==> src/rtl/fwd_pkg.sv <==
`timescale 1ns/1ps
package fwd_pkg;
  typedef enum logic [1:0] {
    SEL_REG = 2'd0,
    SEL_MEM = 2'd1,
    SEL_WB  = 2'd2
  } opSel_e;

  typedef struct packed {
    logic freezeFront;
    logic bubbleEx;
  } hazStrobe_t;
endpackage

==> src/rtl/fwdSelectPath.sv <==
`timescale 1ns/1ps
module fwdSelectPath
  import fwd_pkg::*;
#(
  parameter int REG_W   = 5,
  parameter bit FWD_EN  = 1'b1,
  parameter int NUM_SRC = 2
) (
  input  logic             clk,
  input  logic             rstN,
  input  logic [REG_W-1:0] exSrc [NUM_SRC],
  input  logic [REG_W-1:0] memRd,
  input  logic             memWe,
  input  logic             memLoad,
  input  logic [REG_W-1:0] wbRd,
  input  logic             wbWe,
  output opSel_e           srcSel [NUM_SRC]
);
  localparam logic [REG_W-1:0] ZERO_REG = '0;

  for (genvar g = 0; g < NUM_SRC; g++) begin : gSrc
    opSel_e sel;
    if (FWD_EN) begin : gBypass
      logic liveSrc;
      logic memHit;
      logic wbHit;
      assign liveSrc = (exSrc[g] != ZERO_REG);
      // ALU result in memory stage; a load's data is not ready there
      assign memHit  = memWe && !memLoad && (memRd == exSrc[g]);
      assign wbHit   = wbWe && (wbRd == exSrc[g]);
      always_comb begin
        sel = SEL_REG;
        if (liveSrc && memHit)     sel = SEL_MEM;  // younger producer first
        else if (liveSrc && wbHit) sel = SEL_WB;
      end

      p_no_zero_fwd_r6: assert property (@(posedge clk) disable iff (!rstN)
        (srcSel[g] != SEL_REG) |-> (exSrc[g] != ZERO_REG));
      p_mem_writer_r7: assert property (@(posedge clk) disable iff (!rstN)
        (srcSel[g] == SEL_MEM) |-> (memWe && !memLoad));
      p_wb_writer_r5: assert property (@(posedge clk) disable iff (!rstN)
        (srcSel[g] == SEL_WB) |-> (wbWe && wbRd == exSrc[g]));
    end else begin : gNoBypass
      assign sel = SEL_REG;
    end
    assign srcSel[g] = sel;
  end
endmodule

==> src/rtl/stallControl.sv <==
`timescale 1ns/1ps
module stallControl
  import fwd_pkg::*;
#(
  parameter int REG_W   = 5,
  parameter bit FWD_EN  = 1'b1,
  parameter int NUM_SRC = 2
) (
  input  logic             clk,
  input  logic             rstN,
  input  logic [REG_W-1:0] idSrc [NUM_SRC],
  input  logic [REG_W-1:0] exRd,
  input  logic             exWe,
  input  logic             exLoad,
  input  logic [REG_W-1:0] memRd,
  input  logic             memWe,
  output hazStrobe_t       strobe
);
  localparam logic [REG_W-1:0] ZERO_REG = '0;
  // longest run of back-to-back stall cycles one dependency may cause
  localparam int MAX_RUN = FWD_EN ? 1 : 2;

  logic [NUM_SRC-1:0] srcLive;
  logic [NUM_SRC-1:0] hitEx;
  logic               needStall;

  for (genvar g = 0; g < NUM_SRC; g++) begin : gCmp
    assign srcLive[g] = (idSrc[g] != ZERO_REG);
    assign hitEx[g]   = srcLive[g] && exWe && (exRd == idSrc[g]);
  end

  if (FWD_EN) begin : gLoadUse
    // only a load right ahead cannot be bypassed in time
    assign needStall = exLoad && (|hitEx);
  end else begin : gWaitWb
    logic [NUM_SRC-1:0] hitMem;
    for (genvar g = 0; g < NUM_SRC; g++) begin : gMem
      assign hitMem[g] = srcLive[g] && memWe && (memRd == idSrc[g]);
    end
    // writeback producer is covered by write-first register file
    assign needStall = |(hitEx | hitMem);
  end

  assign strobe.freezeFront = needStall;
  assign strobe.bubbleEx    = needStall;

  logic [1:0] stallRun;
  always_ff @(posedge clk or negedge rstN) begin
    if (!rstN)                    stallRun <= '0;
    else if (!strobe.freezeFront) stallRun <= '0;
    else if (stallRun != 2'd3)    stallRun <= stallRun + 2'd1;
  end

  // R4 (one cycle with forwarding) and R8 (two without)
  p_stall_run_r8: assert property (@(posedge clk) disable iff (!rstN)
    (int'(stallRun) <= MAX_RUN));
  p_stall_src_r6: assert property (@(posedge clk) disable iff (!rstN)
    strobe.freezeFront |-> (|srcLive));
  p_stall_cause_r7: assert property (@(posedge clk) disable iff (!rstN)
    strobe.freezeFront |-> (exWe || memWe));
  p_bubble_next_r9: assert property (@(posedge clk) disable iff (!rstN)
    strobe.bubbleEx |=> !exWe);
  p_producer_moves_r4: assert property (@(posedge clk) disable iff (!rstN)
    (strobe.freezeFront && exWe) |=> (memWe && memRd == $past(exRd)));
endmodule

==> src/rtl/fwdStallUnit.sv <==
`timescale 1ns/1ps
module fwdStallUnit
  import fwd_pkg::*;
#(
  parameter int REG_W  = 5,
  parameter bit FWD_EN = 1'b1
) (
  input  logic             clk,
  input  logic             rstN,
  input  logic [REG_W-1:0] idRs1,
  input  logic [REG_W-1:0] idRs2,
  input  logic [REG_W-1:0] exRs1,
  input  logic [REG_W-1:0] exRs2,
  input  logic [REG_W-1:0] exRd,
  input  logic             exWe,
  input  logic             exLoad,
  input  logic [REG_W-1:0] memRd,
  input  logic             memWe,
  input  logic             memLoad,
  input  logic [REG_W-1:0] wbRd,
  input  logic             wbWe,
  output logic [1:0]       fwdSelA,
  output logic [1:0]       fwdSelB,
  output logic             stallFront,
  output logic             bubbleEx
);
  localparam int NUM_SRC = 2;

  logic [REG_W-1:0] idSrc [NUM_SRC];
  logic [REG_W-1:0] exSrc [NUM_SRC];
  opSel_e           srcSel [NUM_SRC];
  hazStrobe_t       strobe;

  assign idSrc[0] = idRs1;
  assign idSrc[1] = idRs2;
  assign exSrc[0] = exRs1;
  assign exSrc[1] = exRs2;

  fwdSelectPath #(.REG_W(REG_W), .FWD_EN(FWD_EN), .NUM_SRC(NUM_SRC)) uPath (
    .clk(clk), .rstN(rstN), .exSrc(exSrc),
    .memRd(memRd), .memWe(memWe), .memLoad(memLoad),
    .wbRd(wbRd), .wbWe(wbWe), .srcSel(srcSel)
  );

  stallControl #(.REG_W(REG_W), .FWD_EN(FWD_EN), .NUM_SRC(NUM_SRC)) uCtrl (
    .clk(clk), .rstN(rstN), .idSrc(idSrc),
    .exRd(exRd), .exWe(exWe), .exLoad(exLoad),
    .memRd(memRd), .memWe(memWe), .strobe(strobe)
  );

  assign fwdSelA    = srcSel[0];
  assign fwdSelB    = srcSel[1];
  assign stallFront = strobe.freezeFront;
  assign bubbleEx   = strobe.bubbleEx;
endmodule

==> config.mk <==
export PLATFORM = sky130hd
export DESIGN_NAME = fwdStallUnit
export DESIGN_NICKNAME = d
export VERILOG_FILES = /design/src/rtl/fwd_pkg.sv /design/src/rtl/fwdSelectPath.sv /design/src/rtl/stallControl.sv /design/src/rtl/fwdStallUnit.sv
export SDC_FILE = /design/constraint.sdc
export NUM_CORES = 1
export LEC_CHECK = 0
export CAP_MARGIN = 20
export CORE_MARGIN = 2
export CORE_UTILIZATION = 33
export DETAILED_ROUTE_END_ITERATION = 8
export PLACE_DENSITY = 0.91
export SYNTH_ARGS = -nofsm -noshare
export SYNTH_HDL_FRONTEND = slang
export SYNTH_SLANG_ARGS = --single-unit
==> constraint.sdc <==
create_clock -name vclk -period 2.63
set_input_delay 0.263 -clock vclk [all_inputs]
set_output_delay 0.263 -clock vclk [all_outputs]
set_load 0.05 [all_outputs]
== Word level (Yosys, flattened, before mapping) ==
Index checks and enable logic that the tools add are counted.

* Equality and inequality tests: 6
* Multiplexer cells: 4
* Reduce and logical (&&, ||, !) cells: 20

{| class="wikitable"
|+ Operators with widths
! cell !! number
|-
| == test 5 bit || 6
|-
| nonzero test 5 bit || 4
|-
| logical AND 1 bit || 14
|-
| two-way mux 2 bit || 4
|-
| OR reduction 2 bit || 1
|-
| zero test 1 bit || 1
|}

* Register bits after elaboration: 0
* Input bits: 42
* Output and inout port bits: 6
* Word-level logic and storage cells: 30

== Depth between registers and ports, before layout ==
Gate-level depths: netlist of run 1.

* Depth after elaboration: 5
* Mapped depth: 5
* Gate-level depth less buffers: 4

== By module ==
A second synthesis of run 1 with hierarchy kept.

* Cells, all modules: 60
* Area total of the unflattened synthesis: 452.9 um2

{| class="wikitable"
|+ Modules (own cells, without submodules)
! module !! times used !! cells an instance !! area an instance (um2) !! seq. area each (um2)
|-
| fwdSelectPath || 1 || 39 || 301.5 || 0.0
|-
| stallControl || 1 || 21 || 151.4 || 0.0
|}

== Worst setup path after synthesis of run 1 ==
Ideal clock, no wire load.

* Path type: input -> output
* Start: in idRs1[3]
* End: out stallFront
* Arrival time: 2,196 ps
* Data required time: 2,367 ps
* Slack: 171 ps
* Cell stages on the path: 5
* Buffers on the path: 1
* Cells stage by stage: xor2_1 -> nor3_1 -> nand4_1 -> o21ai_0 -> buf_4

* Word-level cells in the longest chain between the ends: 5
* Elaborated cells on any way between the ends: 6
* Classes of those cells: eq/ne: 1; reduce/logical: 5

{| class="wikitable"
|+ RTL lines
! what !! RTL line !! source
|-
| start, declared || fwdStallUnit.sv:10 || <nowiki>input logic [REG_W-1:0] idRs1,</nowiki>
|-
| nonzero test 5 bit || stallControl.sv:28 || <nowiki>assign srcLive[g] = (idSrc[g] != ZERO_REG);</nowiki>
|-
| logical AND 1 bit || stallControl.sv:29 || <nowiki>assign hitEx[g] = srcLive[g] && exWe && (exRd == idSrc[g]);</nowiki>
|-
| logical AND 1 bit * || stallControl.sv:29 ||
|-
| OR reduction 2 bit * || stallControl.sv:34 || <nowiki>assign needStall = exLoad && (|hitEx);</nowiki>
|-
| logical AND 1 bit * || stallControl.sv:34 ||
|-
| end, declared || fwdStallUnit.sv:24 || <nowiki>output logic stallFront,</nowiki>
|}

Mark *: on every way between the ends. The rest lies on a longest branch, timed or not.

== Worst setup path after layout of run 1 ==
* Start: in exRs2[0]
* End: out fwdSelB[1]

* Word-level cells in the longest chain between the ends: 5
* Elaborated cells on any way between the ends: 9
* Classes of those cells: eq/ne: 2; mux: 2; reduce/logical: 5

{| class="wikitable"
|+ RTL lines
! what !! RTL line !! source
|-
| start, declared || fwdStallUnit.sv:13 || <nowiki>input logic [REG_W-1:0] exRs2,</nowiki>
|-
| == test 5 bit || fwdSelectPath.sv:30 || <nowiki>assign wbHit = wbWe && (wbRd == exSrc[g]);</nowiki>
|-
| logical AND 1 bit || fwdSelectPath.sv:30 ||
|-
| logical AND 1 bit || fwdSelectPath.sv:34 || <nowiki>else if (liveSrc && wbHit) sel = SEL_WB;</nowiki>
|-
| two-way mux 2 bit || fwdSelectPath.sv:34 ||
|-
| two-way mux 2 bit * || fwdSelectPath.sv:33 || <nowiki>if (liveSrc && memHit) sel = SEL_MEM;</nowiki>
|-
| end, declared || fwdStallUnit.sv:23 || <nowiki>output logic [1:0] fwdSelB,</nowiki>
|}

Marks and branches as above.

==> impl_metrics.ini, run 1 <==
[setup_path]
cp.arrival_ns = 2.03
max_stage_delay_ns = 0.57
crit_type = in2out
worst-path-stages = 6
crit_buf_inv = 2
worstSetupEndpointType = output port
path_cells = clkdlybuf4s50_1 -> or4_4 -> nor2_4 -> nor4_2 -> nor4_2 -> buf_12
crit_path_start = exRs2[0]
cp_slowest_cell = or4_4
cp-start-kind = input pin
critPathMaxFanout = 3
required_ns = 2.37
critPathMostFrequentCell = nor4_2
path_delay_family = simple AND/OR/NAND/NOR gates

[floorplan]
die_area_um2 = 1700
initial_core_util_pct = 35.1
fp-row-count = 13
io_pins = 48
dieHeight_um = 41.2
die_w_um = 41.2
design.core.area_um2 = 1300

[sta]
post-route-period-util_pct = 87.4
rsz0062_at_grt = no
fmax_mhz = 435
finalSetupViolCount = 0
worst_slew_pin_slew_ns = 0.340
layout_min_cycle_time_ns = 2.30
max_slew_margin_pct = 77.2
setup_ws_ns = 0.332
finalHoldViolCount = 0
setup_tns_ns = 0
finalMaxSlewViolations = 0

[logic_synthesis]
syn_nets = 99
netlist_area_um2 = 457
synth_most_common_cell = xnor2_1
syn_avg_cell_area_um2 = 8.01
netlist_instances = 57
ys_top_cells_by_count = xnor2_1 (18), xor2_1 (10), nand4_1 (5)
synth_top_area_cell = xnor2_1
synth_top_cell_area_share_pct = 34.5
yosysSeqAreaShare_pct = 0
synthTopCellsByArea = xnor2_1 (35%), xor2_1 (19%), nor4_2 (11%)
synthDistinctLibCells = 16
yosys_warnings = 0

[final_layout]
fin_util_pct = 72.1
seqCellArea_um2 = 0
clock_buffers = 0
drive_gt1_share_pct = 14.7
fin_nets = 146
fillers = 115
synthToLayoutAreaGrowth_pct = 105
antenna-diode-count = 0
numSequentialCells = 0

[detailed_routing]
antenna_left = 0
vias_per_cell = 5.06
drtIter0Drc = 1
vias = 592
wire_per_inst_um = 12.5
routed_wl_um = 1470
drt_pass1_iterations = 4
drc = 0

[worst_hold_path]
holdPathStages = 4
hold_path_startpoint = wbWe
worstHoldPathType = in2out
whs_endpoint = fwdSelB[1]

[cts]
cts_setup_buffers = 0
cts_hold_buf = 0
cts_resized = 0

[power]
peakVddDrop_uv = 83.5
p_leak_nw = 0.316
power_density_nw_per_um2 = 147

[run]
maxCapViolations = 0

[placed_design]
pre_cts_ws_ns = 0.318
port_buffers = 46
gp_congestion = 0.767
dp_hpwl_um = 1420

[global_route]
grt_pass1_vias = 536
grt_usage_pct = 17.5
grt_pass1_wl_um = 2040
antenna_found_initial = 0
grt_max_degree = 5
grt_overflow = 0

[outcome]
status = finished, final reports clean
-- per-stage QoR --
stage	cells	instance area [um^2]	power, mW	hold slack, ns
floorplan	57	457	0.0523	0.696
CTS	117	938	0.140	1.23
detailed placement	117	938	0.140	1.23
global placement	117	938	0.136	1.22
global route	117	938	0.149	1.26
finish	117	938	0.138	1.23
-- kinds of logic (layout without fill, tap and decap cells) --
logic type	Yosys count	count (layout)	share of synthesized area [%]
compound gates	3	3	3.29
buf+inv	1	46	1.64
xor+xnor	28	28	53.7
simple gates	25	25	41.4
-- cell type report --
class,instances,area [um^2],share of cell area [%]
multi-input cells,56,449,47.9
repair buffers,46,470,50.1
well taps,15,18.8,2.00
-- cell usage in the layout, fill, tap and decap left out --
| master | instances |
|---|---|
| clkdlybuf4s50_1 | 40 |
| xnor2_1 | 18 |
| xor2_1 | 10 |
| nand4_1 | 5 |
| nor4_2 | 4 |
| buf_4 | 4 |
| nor3_1 | 3 |
| nand2_1 | 3 |
| nor4_1 | 2 |
| o21ai_0 | 2 |
| or4_4 | 2 |
| nor2_4 | 2 |
| buf_12 | 2 |
| a21oi_1 | 1 |
| or2_2 | 1 |
| and3_1 | 1 |
| nand3_1 | 1 |
| nor2b_1 | 1 |
-- worst max path at each step --
stage	endpoint
2_1_floorplan	stallFront
3_3_place_gp	fwdSelB[1]
3_5_place_dp	fwdSelA[1]
4_1_cts	fwdSelA[1]
5_1_grt	fwdSelB[1]
6_report	fwdSelB[1]
-- metal layers --
metal | vias to the layer above | GRT usage (%) | part of all wire [%]
li1 | 298 | - | -
met1 | 261 | 14.9 | 33
met2 | 33 | 41.4 | 56
met3 | 0 | 2.72 | 11
met4 | 0 | 0 | 0
met5 | - | 0 | 0
-- power by group --
part / internal [mW] / total (mW) / switching, mW
clock: 0 / 0 / 0
sequential: 0 / 0 / 0
combinational: 0.0860 / 0.138 / 0.0522
total: 0.0860 / 0.138 / 0.0522
No activity file was read; power rests on OpenSTA's default activity.
==> run 2: changes to the inputs <==
Settings changed: CORE_UTILIZATION 33 to 32, PLACE_DENSITY 0.91 to 0.95, SYNTH_HIERARCHICAL from default to 1.
==> impl_metrics.ini, run 2 <==
[outcome]
status = finished, final reports clean

[sta]
worst_slew_pin_slew_ns = 0.319
finalSetupViolCount = 0
layout_min_cycle_time_ns = 1.91
finalMaxSlewViolations = 0
max_slew_margin_pct = 78.5
rsz0062_at_grt = no
finalHoldViolCount = 0
post-route-period-util_pct = 72.8
hold_slack_ns = 1.32
fmax_mhz = 522
setup_ws_ns = 0.715
setup_tns_ns = 0

[logic_synthesis]
synthTopCellsByArea = xnor2_1 (27%), xor2_1 (27%), nand4_1 (5.5%)
synth_top_cell_area_share_pct = 27.1
netlist_area_um2 = 453
ys_top_cells_by_count = xnor2_1 (14), xor2_1 (14), nor3_1 (5)
synth_top_area_cell = xnor2_1
synthDistinctLibCells = 16
syn_nets = 102
syn_avg_cell_area_um2 = 7.55
yosys_warnings = 6
yosysSeqAreaShare_pct = 0
netlist_instances = 60

[floorplan]
io_pins = 48
fp-row-count = 13
die_w_um = 41.6
design.core.area_um2 = 1320
dieHeight_um = 41.6
die_area_um2 = 1730
initial_core_util_pct = 34.4

[setup_path]
cp.arrival_ns = 1.65
crit_type = in2out
worstSetupEndpointType = output port
required_ns = 2.37
cp-start-kind = input pin
crit_path_start = exRs2[3]
critPathMaxFanout = 3

[power]
p_int_uw = 84.5
power_frac_seq_pct = 0
swShare_pct = 39.3
peakVddDrop_uv = 94.5
power_uw = 139
combinationalPowerShare_pct = 100.0
p_switching_uw = 54.8
power_density_nw_per_um2 = 154
clkPwrFrac_pct = 0
p_leak_nw = 0.314

[detailed_routing]
drc = 0
drtIter0Drc = 8
vias = 563
antenna_left = 0
routed_wl_um = 1640
wire_per_inst_um = 13.8
vias_per_cell = 4.73
drt_pass1_iterations = 4

[global_route]
grt_max_degree = 5
antenna_found_initial = 0
grt_pass1_wl_um = 2550
grt_pass1_vias = 528
grt_overflow = 0
grt_usage_pct = 18.2

[run]
maxCapViolations = 0

[worst_hold_path]
worstHoldPathType = in2out
hold_path_startpoint = exWe

[final_layout]
drive_gt1_share_pct = 8.65
layoutNonFillerInstCount = 119
antenna-diode-count = 0
numSequentialCells = 0
final_cell_mix = clkdlybuf4s50_1 (40), xnor2_1 (14), xor2_1 (14)
fillers = 111
final_common_cell = clkdlybuf4s50_1
clock_buffers = 0
seqCellArea_um2 = 0
synthToLayoutAreaGrowth_pct = 99.2
fin_nets = 148

[cts]
cts_hold_buf = 0
cts_setup_buffers = 0
cts_resized = 0

[placed_design]
port_buffers = 46
pre_cts_ws_ns = 0.722
dp_cells = 119
gp_congestion = 0.811
dp_hpwl_um = 1540
==> run 2: changes by cell type after synthesis, sizes merged, moves of 2 or more <==
cell    change
nor3        +3
xor2        +4
nor3b       +2
nor4        -2
and2        +2
or4         -2
o2111a      +2
xnor2       -4
o21ai       -2
==> run 2: logic make-up (layout without fill, tap and decap cells) <==
kind of cell / count (synthesis) / count (layout) / share of synthesized area, %
AO/OA/AOI/OAI: 5 / 5 / 8.56
XOR/XNOR: 28 / 28 / 54.1
buffers and inverters: 2 / 46 / 3.31
AND/OR/NAND/NOR: 25 / 25 / 34.0
==> run 2: final timing paths <==
kind / end / depth (start not counted) / slack, ns
max: fwdSelB[1] / 5 / 0.72
min: bubbleEx / 4 / 1.32
==> run 2: area by class of cell <==
cell class | instances | area, um^2 | area share (%)
multi-input cells | 58 | 438 | 48.5
well taps | 15 | 18.8 | 2.08
repair buffers | 46 | 445 | 49.4
==> run 2: power by group through the flow <==
stage | clock network (mW) | logic [mW] | registers [mW]
6_report | 0 | 0.139 | 0
2_1_floorplan | 0 | 0.0539 | 0
4_1_cts | 0 | 0.139 | 0
3_5_place_dp | 0 | 0.138 | 0
5_1_grt | 0 | 0.148 | 0
3_3_place_gp | 0 | 0.134 | 0
==> run 2: critical path: stages <==
cell             delay, ns
clkdlybuf4s50_1       0.50
xor2_1                0.21
nor4_2                0.27
o2111a_1              0.22
buf_4                 0.19
==> run 2: stage by stage <==
stage                     util (%)  area [um^2]
final                         68.5          902
after global routing          68.5          902
after CTS                     68.5          902
after detailed placement      68.5          902
after global placement        68.5          902
after floorplan                  -          453
==> run 2: metal layers <==
layer | wire length [um] | GRT usage [%] | up-vias | part of all wire (%)
met5 | 0 | 0 | - | 0
met4 | 0 | 0 | 0 | 0
met3 | 40 | 0.870 | 0 | 2.4
met2 | 953 | 36.9 | 7 | 58
met1 | 643 | 21.8 | 254 | 39
li1 | - | - | 302 | -
